[src/rtl/scan_bist_seq_pkg.sv]
package scan_bist_seq_pkg;
    typedef enum logic [2:0] {
        S_IDLE,
        S_LOAD,
        S_PIGEN,
        S_CAPT,
        S_POSTB,
        S_FLUSH,
        S_CHECK,
        S_DONE
    } seq_state_e;
endpackage

[src/rtl/bseq_wrap_cnt.sv]
module bseq_wrap_cnt #(
    parameter int MAX = 4
) (
    input  logic clk,
    input  logic rst_n,
    input  logic clr,
    input  logic inc,
    output logic last
);
    localparam int W = (MAX > 1) ? $clog2(MAX) : 1;
    localparam logic [W-1:0] TOP = W'(MAX - 1);

    logic [W-1:0] cnt_d, cnt_q;

    always_comb begin
        cnt_d = cnt_q;
        if (clr)
            cnt_d = '0;
        else if (inc)
            cnt_d = (cnt_q == TOP) ? '0 : cnt_q + 1'b1;
    end

    always_ff @(posedge clk) begin
        if (!rst_n) cnt_q <= '0;
        else        cnt_q <= cnt_d;
    end

    assign last = (cnt_q == TOP);

    a_r2_count_range: assert property (@(posedge clk) disable iff (!rst_n)
        cnt_q <= TOP);
endmodule

[src/rtl/bseq_strobe_dec.sv]
module bseq_strobe_dec
    import scan_bist_seq_pkg::*;
(
    input  seq_state_e state,
    input  logic       first_load,
    output logic       scan_gen_step,
    output logic       shift_clk,
    output logic       pi_gen_step,
    output logic       func_clk,
    output logic       po_comp_step,
    output logic       serial_comp_step,
    output logic       cmp_req,
    output logic       done
);
    always_comb begin
        scan_gen_step    = (state == S_LOAD);
        shift_clk        = (state == S_LOAD) || (state == S_FLUSH);
        serial_comp_step = ((state == S_LOAD) && !first_load) || (state == S_FLUSH);
        pi_gen_step      = (state == S_PIGEN);
        func_clk         = (state == S_CAPT);
        po_comp_step     = (state == S_POSTB);
        cmp_req          = (state == S_CHECK);
        done             = (state == S_DONE);
    end
endmodule

[src/rtl/scan_bist_seq.sv]
module scan_bist_seq
    import scan_bist_seq_pkg::*;
#(
    parameter int CHAIN_LEN     = 32,
    parameter int CAP_CYCLES    = 2,
    parameter int TESTS_PER_WIN = 16,
    parameter int NUM_WIN       = 8,
    localparam int WIN_W        = (NUM_WIN > 1) ? $clog2(NUM_WIN) : 1
) (
    input  logic             clk,
    input  logic             rst_n,
    input  logic             start,
    input  logic             diag_mode,
    input  logic             sig_match,
    output logic             scan_gen_step,
    output logic             shift_clk,
    output logic             pi_gen_step,
    output logic             func_clk,
    output logic             po_comp_step,
    output logic             serial_comp_step,
    output logic             cmp_req,
    output logic [WIN_W-1:0] cmp_win,
    output logic             done,
    output logic             pass,
    output logic             fail,
    output logic [WIN_W-1:0] fail_win
);
    localparam logic [WIN_W-1:0] WIN_TOP = WIN_W'(NUM_WIN - 1);

    typedef struct packed {
        seq_state_e       state;
        logic             first;
        logic             diag;
        logic             pass;
        logic             fail;
        logic [WIN_W-1:0] win;
        logic [WIN_W-1:0] fail_win;
    } seq_regs_t;

    seq_regs_t r_d, r_q;

    logic cnt_clr, bit_inc, cap_inc, test_inc;
    logic bit_last, cap_last, test_last, win_last;

    assign win_last = (r_q.win == WIN_TOP);

    bseq_wrap_cnt #(.MAX(CHAIN_LEN)) u_bit_cnt (
        .clk(clk), .rst_n(rst_n), .clr(cnt_clr), .inc(bit_inc), .last(bit_last));
    bseq_wrap_cnt #(.MAX(CAP_CYCLES)) u_cap_cnt (
        .clk(clk), .rst_n(rst_n), .clr(cnt_clr), .inc(cap_inc), .last(cap_last));
    bseq_wrap_cnt #(.MAX(TESTS_PER_WIN)) u_test_cnt (
        .clk(clk), .rst_n(rst_n), .clr(cnt_clr), .inc(test_inc), .last(test_last));

    always_comb begin
        r_d      = r_q;
        cnt_clr  = 1'b0;
        bit_inc  = 1'b0;
        cap_inc  = 1'b0;
        test_inc = 1'b0;
        unique case (r_q.state)
            S_IDLE, S_DONE: begin
                if (start) begin
                    r_d.state = S_LOAD;
                    r_d.first = 1'b1;
                    r_d.diag  = diag_mode;
                    r_d.pass  = 1'b0;
                    r_d.fail  = 1'b0;
                    r_d.win   = '0;
                    cnt_clr   = 1'b1;
                end
            end
            S_LOAD: begin
                bit_inc = 1'b1;
                if (bit_last) r_d.state = S_PIGEN;
            end
            S_PIGEN: r_d.state = S_CAPT;
            S_CAPT: begin
                cap_inc = 1'b1;
                if (cap_last) r_d.state = S_POSTB;
            end
            S_POSTB: begin
                test_inc  = 1'b1;
                r_d.first = 1'b0;
                if (!test_last)
                    r_d.state = S_LOAD;
                else if (r_q.diag || win_last)
                    r_d.state = S_FLUSH;
                else begin
                    r_d.state = S_LOAD;
                    r_d.win   = r_q.win + 1'b1;
                end
            end
            S_FLUSH: begin
                bit_inc = 1'b1;
                if (bit_last) r_d.state = S_CHECK;
            end
            S_CHECK: begin
                if (!sig_match) begin
                    r_d.state    = S_DONE;
                    r_d.fail     = 1'b1;
                    r_d.fail_win = r_q.win;
                end else if (win_last) begin
                    r_d.state = S_DONE;
                    r_d.pass  = 1'b1;
                end else begin
                    r_d.state = S_LOAD;
                    r_d.first = 1'b1;
                    r_d.win   = r_q.win + 1'b1;
                end
            end
            default: r_d.state = S_IDLE;
        endcase
    end

    always_ff @(posedge clk) begin
        if (!rst_n) begin
            r_q <= '{state: S_IDLE, first: 1'b1, diag: 1'b0, pass: 1'b0,
                     fail: 1'b0, win: '0, fail_win: '0};
        end else begin
            r_q <= r_d;
        end
    end

    bseq_strobe_dec u_dec (
        .state           (r_q.state),
        .first_load      (r_q.first),
        .scan_gen_step   (scan_gen_step),
        .shift_clk       (shift_clk),
        .pi_gen_step     (pi_gen_step),
        .func_clk        (func_clk),
        .po_comp_step    (po_comp_step),
        .serial_comp_step(serial_comp_step),
        .cmp_req         (cmp_req),
        .done            (done)
    );

    assign cmp_win  = r_q.win;
    assign pass     = r_q.pass;
    assign fail     = r_q.fail;
    assign fail_win = r_q.fail_win;

    a_r2_scan_needs_shift: assert property (@(posedge clk) disable iff (!rst_n)
        scan_gen_step |-> shift_clk);
    a_r4_unload_needs_shift: assert property (@(posedge clk) disable iff (!rst_n)
        serial_comp_step |-> shift_clk);
    a_r3_one_phase: assert property (@(posedge clk) disable iff (!rst_n)
        $onehot0({shift_clk, pi_gen_step, func_clk, po_comp_step, cmp_req}));
    a_r3_pi_then_capture: assert property (@(posedge clk) disable iff (!rst_n)
        pi_gen_step |=> func_clk);
    a_r7_stop_on_mismatch: assert property (@(posedge clk) disable iff (!rst_n)
        (cmp_req && !sig_match) |=> (done && fail && fail_win == $past(cmp_win)));
    a_r9_hold_result: assert property (@(posedge clk) disable iff (!rst_n)
        (done && !start) |=> (done && $stable(pass) && $stable(fail) && $stable(fail_win)));
    a_r9_pass_fail_excl: assert property (@(posedge clk) disable iff (!rst_n)
        !(pass && fail));
endmodule

[config.mk]
export PLATFORM = sky130hd
export DESIGN_NAME = scan_bist_seq
export DESIGN_NICKNAME = d
export VERILOG_FILES = /design/src/rtl/scan_bist_seq_pkg.sv /design/src/rtl/bseq_wrap_cnt.sv /design/src/rtl/bseq_strobe_dec.sv /design/src/rtl/scan_bist_seq.sv
export SDC_FILE = /design/constraint.sdc
export NUM_CORES = 1
export LEC_CHECK = 0
export ABC_AREA = 0
export BUFFER_PORTS_ARGS = -buffer_cell sky130_fd_sc_hd__buf_2
export CAP_MARGIN = 30
export CORE_UTILIZATION = 59
export CTS_CLUSTER_SIZE = 24
export DETAILED_ROUTE_END_ITERATION = 7
export PLACE_DENSITY = 0.83
export SYNTH_ARGS = -nofsm -noshare
export SYNTH_HDL_FRONTEND = slang
export SYNTH_SLANG_ARGS = --single-unit
[constraint.sdc]
create_clock -name clk -period 3.4 [get_ports clk]
set_clock_uncertainty 0.15 [all_clocks]
set_input_delay 0.17 -clock clk [delete_from_list [all_inputs] [get_ports clk]]
set_output_delay 0.17 -clock clk [all_outputs]
set_load 0.03 [all_outputs]
# Word level (Yosys, flattened, before mapping)
# Cells that the tools add are included.
word_totals:
  wordCells: 83
  regBits: 23
  inputBits: 5
  output_inout_bits: 16
classes:
  eq_ne: 20
  n_reduce_logical: 18
  bitwise_logic: 2
  n_addsub: 4
  n_mux: 29
op_table:
  columns: ["operator", "n"]
  rows:
  - ["3-bit two-way mux", 11]
  - ["3-bit case mux with 7 select lines", 1]
  - ["3-bit == test (second input constant)", 5]
  - ["2-bit inequality test (second input constant)", 6]
  - ["4-bit AND reduction", 3]
  - ["1-bit two-way mux", 11]
  - ["10-bit two-way mux", 1]
  - ["3-bit case mux with 3 select lines", 1]
  - ["2-bit by 1-bit inequality test with 1-bit output (second input constant)", 4]
  - ["3-bit by 2-bit == test with 1-bit output (second input constant)", 2]
  - ["6-bit AND reduction", 1]
  - ["2-bit OR reduction", 3]
  - ["5-bit by 1-bit adder with 5-bit output (second input constant)", 1]
  - ["5-bit == test (second input constant)", 1]
  - ["5-bit two-way mux", 1]
  - ["4-bit by 1-bit adder with 4-bit output (second input constant)", 1]
  - ["4-bit == test (second input constant)", 1]
  - ["4-bit two-way mux", 1]
  - ["2-bit case mux with 2 select lines", 1]
  - ["2-bit AND reduction", 2]
  - ["3-bit by 1-bit adder with 3-bit output (second input constant)", 1]
  - ["3-bit by 1-bit == test with 1-bit output (second input constant)", 1]
  - ["3-bit logical NOT", 1]
  - ["1-bit logical OR", 3]
  - ["other kinds (8)", 9]

# Logic depth before layout (Yosys ltp)
logic_depth:
  word_depth: 5
  depth_mapped: 8
  ltp_nobuf: 7

# Hierarchy
# From an unflattened synthesis, not the netlist that was laid out.
hier_totals:
  cells_unflattened: 155
  area_unflattened_um2: 1387.6
by_module_without_submodules:
  columns: ["mod", "n_inst", "area_per_inst_um2", "cells_each", "seq_area_each_um2"]
  rows:
  - ["scan_bist_seq", 1, 833.3, 100, 260.2]
  - ["bseq_wrap_cnt (u_bit_cnt)", 1, 255.2, 23, 100.1]
  - ["bseq_wrap_cnt (u_test_cnt)", 1, 187.7, 18, 80.1]
  - ["bseq_strobe_dec", 1, 70.1, 11, 0.0]
  - ["bseq_wrap_cnt (u_cap_cnt)", 1, 41.3, 3, 20.0]

# Worst setup path before layout
# OpenSTA, ideal clock, no wires.
synth_path:
  path_type: "register to register"
  from: "register u_bit_cnt.cnt_q[0]"
  to: "register r_q[11] (netlist bit)"
  n_path_buf: 1
  t_arrival_ps: 1637
  stages_incl_launch_ff: 9
  slack_ps: 1555
  setup_ps: 58
  synth_period_minus_slack_ps: 1845
  required_time_ps: 3192
  cell_sequence: "dfxtp_1 -> ha_1 -> and3_1 -> ha_1 -> clkbuf_1 -> nand3b_1 -> a31oi_1 -> a21boi_0 -> a31o_2"
synth_via:
  elab_chain_len: 3
  elab_cells_between_ends: 4
  classes_between: "eq/ne (3); reduce/logical (1)"
synth_lines:
  columns: ["item", "line_no", "source"]
  rows:
  - ["start: declaration", "bseq_wrap_cnt.sv:13", "logic [W-1:0] cnt_d, cnt_q;"]
  - ["start signal: assignment", "bseq_wrap_cnt.sv:25", "else cnt_q <= cnt_d;"]
  - ["5-bit == test (*)", "bseq_wrap_cnt.sv:28", "assign last = (cnt_q == TOP);"]
  - ["2-bit inequality test (no line) or 2-bit by 1-bit inequality test with 1-bit output (tied branches)", null, null]
  - ["4-bit AND reduction (no line) (*)", null, null]
  - ["end signal: assignment", "scan_bist_seq.sv:117", "r_q <= '{state: S_IDLE, first: 1'b1, diag: 1'b0, pass: 1'b0,"]
  - ["end signal: assignment", "scan_bist_seq.sv:120", "r_q <= r_d;"]
  - ["end: declaration", "scan_bist_seq.sv:40", "seq_regs_t r_d, r_q;"]
# Every way passes the cells marked *; elsewhere a longest branch is shown, timed or not.
# A chain may end at the register's enable or synchronous reset.

# Worst setup path in the final report
layout_path:
  from: "register r_q[11] (netlist bit)"
  to: "output shift_clk"
layout_via:
  elab_chain_len: 2
  elab_cells_between_ends: 3
  classes_between: "eq/ne (2); reduce/logical (1)"
layout_lines:
  columns: ["item", "line_no", "source"]
  rows:
  - ["3-bit by 1-bit == test with 1-bit output or 3-bit == test (tied branches)", "bseq_strobe_dec.sv:17", "shift_clk = (state == S_LOAD) || (state == S_FLUSH);"]
  - ["1-bit logical OR (*)", "bseq_strobe_dec.sv:17", null]
  - ["end: declaration", "scan_bist_seq.sv:16", "output logic shift_clk,"]
# Marks and branches as above.

==> impl_results.md <==
- ANT nets after route: 0
- Hold_buf cts: 2
- R2R cell count: 7
- DRC viols: 0
- WL/cell: roughly 13 um
- Yosys reg bits: 23
- Crit path launch type: flop
- Normalized max-slew margin: between 40% and 50%
- Initial antenna violation count: 0
- CTS tree: done
- CP max-delay cell: dfxtp_1
- CTS HTree Levels: 1
- Post-Layout Cell Count: a little under 200
- Setup TNS Final: 0 ns
- Layout Nets: 178
- Final setup viols: 0
- DRT iter0 DRCs: 23
- DIE WIDTH: 48.90 um
- Clock buffer depth: 2
- Slew @ Worst Pin: 0.7890 ns
- Post-CTS sizing: 0
- Die ar.: 2391 um^2
- Critical Path AT: 2.00 ns
- Worst-Skew Late Latency: 0.33 ns
- Layout cells sized above 1: 17.37%
- R2R setup slack: 1.39 ns
- Class of the worst hold path: in -> reg
- Hpwl dp: 1.879 mm
- Cell taking the most area after synthesis: dfxtp_1
- Fmax achieved: around 0.43 GHz
- Max Cap Viol: 0
- Post-synthesis cell area: 1297 um^2
- Reg clk slew, reported paths: 0.13 ns
- Port Buf Inserts: 20
- Global-route wire length before repair: 4.340 mm
- Total routed wirelength: 2.534 mm
- Root Buffer: clkbuf_4
- Setup bufs post-CTS: 0
- Sequential cell area fraction in the yosys report: 35.49%
- Largest net degree at the start of global routing: 28
- Final Hold Fails: 0
- Ys flop type: dfxtp_1
- PD cells: 326.3 nW/um^2
- First-pass iteration count of the detailed router: 4
- Area of the multi-input gates: 728.2 um^2
- CP Launch Point: r_q[11]
- CP Max Fanout: 27
- Clk sinks: 23
- Die H: between 40 and 50 um
- Mean Syn Cell Area: 8.264 um^2
- RSZ-0062 raised after global routing: no
- LEAKAGE: 0.5774 nW
- Total grt overflow: 0
- Element type at the critical path end: output port
- Layout Area Growth over Synthesis: 7.232%
- R2R Path Start: u_bit_cnt.cnt_q[0]
- Sequential cell area: 460.4 um^2
- Most common cell in the netlist: dfxtp_1
- Syn nets: roughly 170
- Number of cells on the critical path: 3
- Post-synth cell types: 40
- I/O pins: 21
- Fin crit period: 2.322 ns
- Cell family with most CP delay: flip-flops
- FILL cells: 169
- Critical path class: reg -> out
- VDD IR max: around 0.00034 V
- Largest stage delay, worst path: 0.86 ns
- EDFF count, synth: 0
- Highest metal used: met4
- DR WL met2: 1.299 mm
- CP bufs+invs: 2
- TritonCTS Buffers: 3
- Mapped Cells: 157
- M1 WL: 1.104 mm
- Routability congestion estimate from global placement: between 0.7 and 0.8
- Yosys warns: 0
- Vias in the first global route: 1035
- Req. time, crit path: approximately 3.1 ns
- Final worst-path cycle share: between 60% and 70%
- Gr usage total: 23.20%
- Vias: 1097
- Ys async rst share: 0%
- Met3 WL: 121 um
- Ant diodes: 0
- Fin. max-slew vios: 0
- Via-per-instance ratio: 5.655
- Status: finished clean
- Synth area leaders: dfxtp_1 (35%), mux2i_1 (6.9%), ha_1 (4.8%)
- CP cell instances: nand2b_1 > inv_1 > buf_2
- Commonest cells post-synth: dfxtp_1 (23), nand2_1 (15), nor2_1 (15)
- Core area: between 2000 and 2500 um^2
- CP endpoint: shift_clk
- Yosys top cell area share: 35.49%
- Initial Util: ~64%
- Inst Count DP: about 190
- # rows: 16
- Worst R2R End: r_q[11]
==> kinds of logic after synthesis <==
logic type | after synthesis | synth area share, %
flops | 23 | 35.49
mux | 10 | 7.811
xor+xnor | 3 | 2.025
fa+ha+maj | 5 | 4.822
compound gates | 33 | 16.30
simple gates | 62 | 25.17
buf+inv | 21 | 8.389
==> worst min-delay path, delay by kind of cell <==
kind,cells,cell delay (ns)
buffers and inverters,1,0.10
and+or+nand+nor,3,0.21
==> cell type report <==
type                            count  area share [%]
Tap cell                           27           2.428
Timing Repair Buffer               22           8.633
Inverter                            5           1.349
Clock inverter                      1          0.5396
Sequential cell                    23           33.09
Multi-Input combinational cell    113           52.34
Clock buffer                        3           1.619
==> power by group <==
group          total [mW]  switching (mW)  internal [mW]  leakage, nW
registers           0.279         0.00639          0.273        0.186
clock network       0.135          0.0901         0.0451       0.0139
logic              0.0395          0.0247         0.0148        0.377
total               0.454           0.121          0.333        0.577
==> stage by stage <==
| step | worst slack (ns) | instance area, um^2 | hold slack [ns] | utilization (%) | power (mW) |
|---|---|---|---|---|---|
| after floorplan | 1.555 | 1297 | 0.1639 | - | 0.3128 |
| after global placement | 1.460 | 1341 | 0.2692 | 66.34 | 0.3214 |
| after detailed placement | 1.429 | 1341 | 0.2864 | 66.34 | 0.3228 |
| after CTS | 1.106 | 1391 | 0.04013 | 68.81 | 0.4569 |
| after global routing | 0.9625 | 1391 | 0.05672 | 68.81 | 0.4737 |
| final | 1.078 | 1391 | 0.04440 | 68.81 | 0.4540 |
==> sequential cells by signal, indices dropped and copies added (netlist names) <==
| signal | flops |
|---|---|
| u_bit_cnt.cnt_q | 5 |
| fail | 1 |
| fail_win | 3 |
| pass | 1 |
| u_test_cnt.cnt_q | 4 |
| cmp_win | 3 |
| r_q | 5 |
| u_cap_cnt.last | 1 |
==> placed cells by master (no fill, tap or decap), drive strengths merged, types with 3 or more instances in the layout <==
cell,count
nor2b,3
nand2b,5
a31oi,3
inv,5
a21oi,9
clkbuf,3
dfxtp,23
nand2,15
and3,4
nand3,4
mux2i,9
buf,20
ha,5
nor3b,4
nor3,6
o21ai,9
nor2,15
==> how the worst min path moves through the flow <==
| stage | startpoint | endpoint | slack [ns] | cells after the start |
|---|---|---|---|---|
| final | sig_match | fail | 0.04 | 4 |
| after global routing | sig_match | fail | 0.06 | 4 |
| after CTS | sig_match | fail | 0.04 | 4 |
| after detailed placement | diag_mode | r_q[8] | 0.29 | 3 |
| after global placement | diag_mode | r_q[8] | 0.27 | 3 |
| after floorplan | diag_mode | r_q[8] | 0.16 | 2 |
==> per-layer routing <==
layer  track usage [%]  vias up
met5                 0        -
met4             4.412        0
met3             6.542        2
met2             43.06       27
met1             26.26      504
li1                  -      564
(Power assumes the default switching activity.)
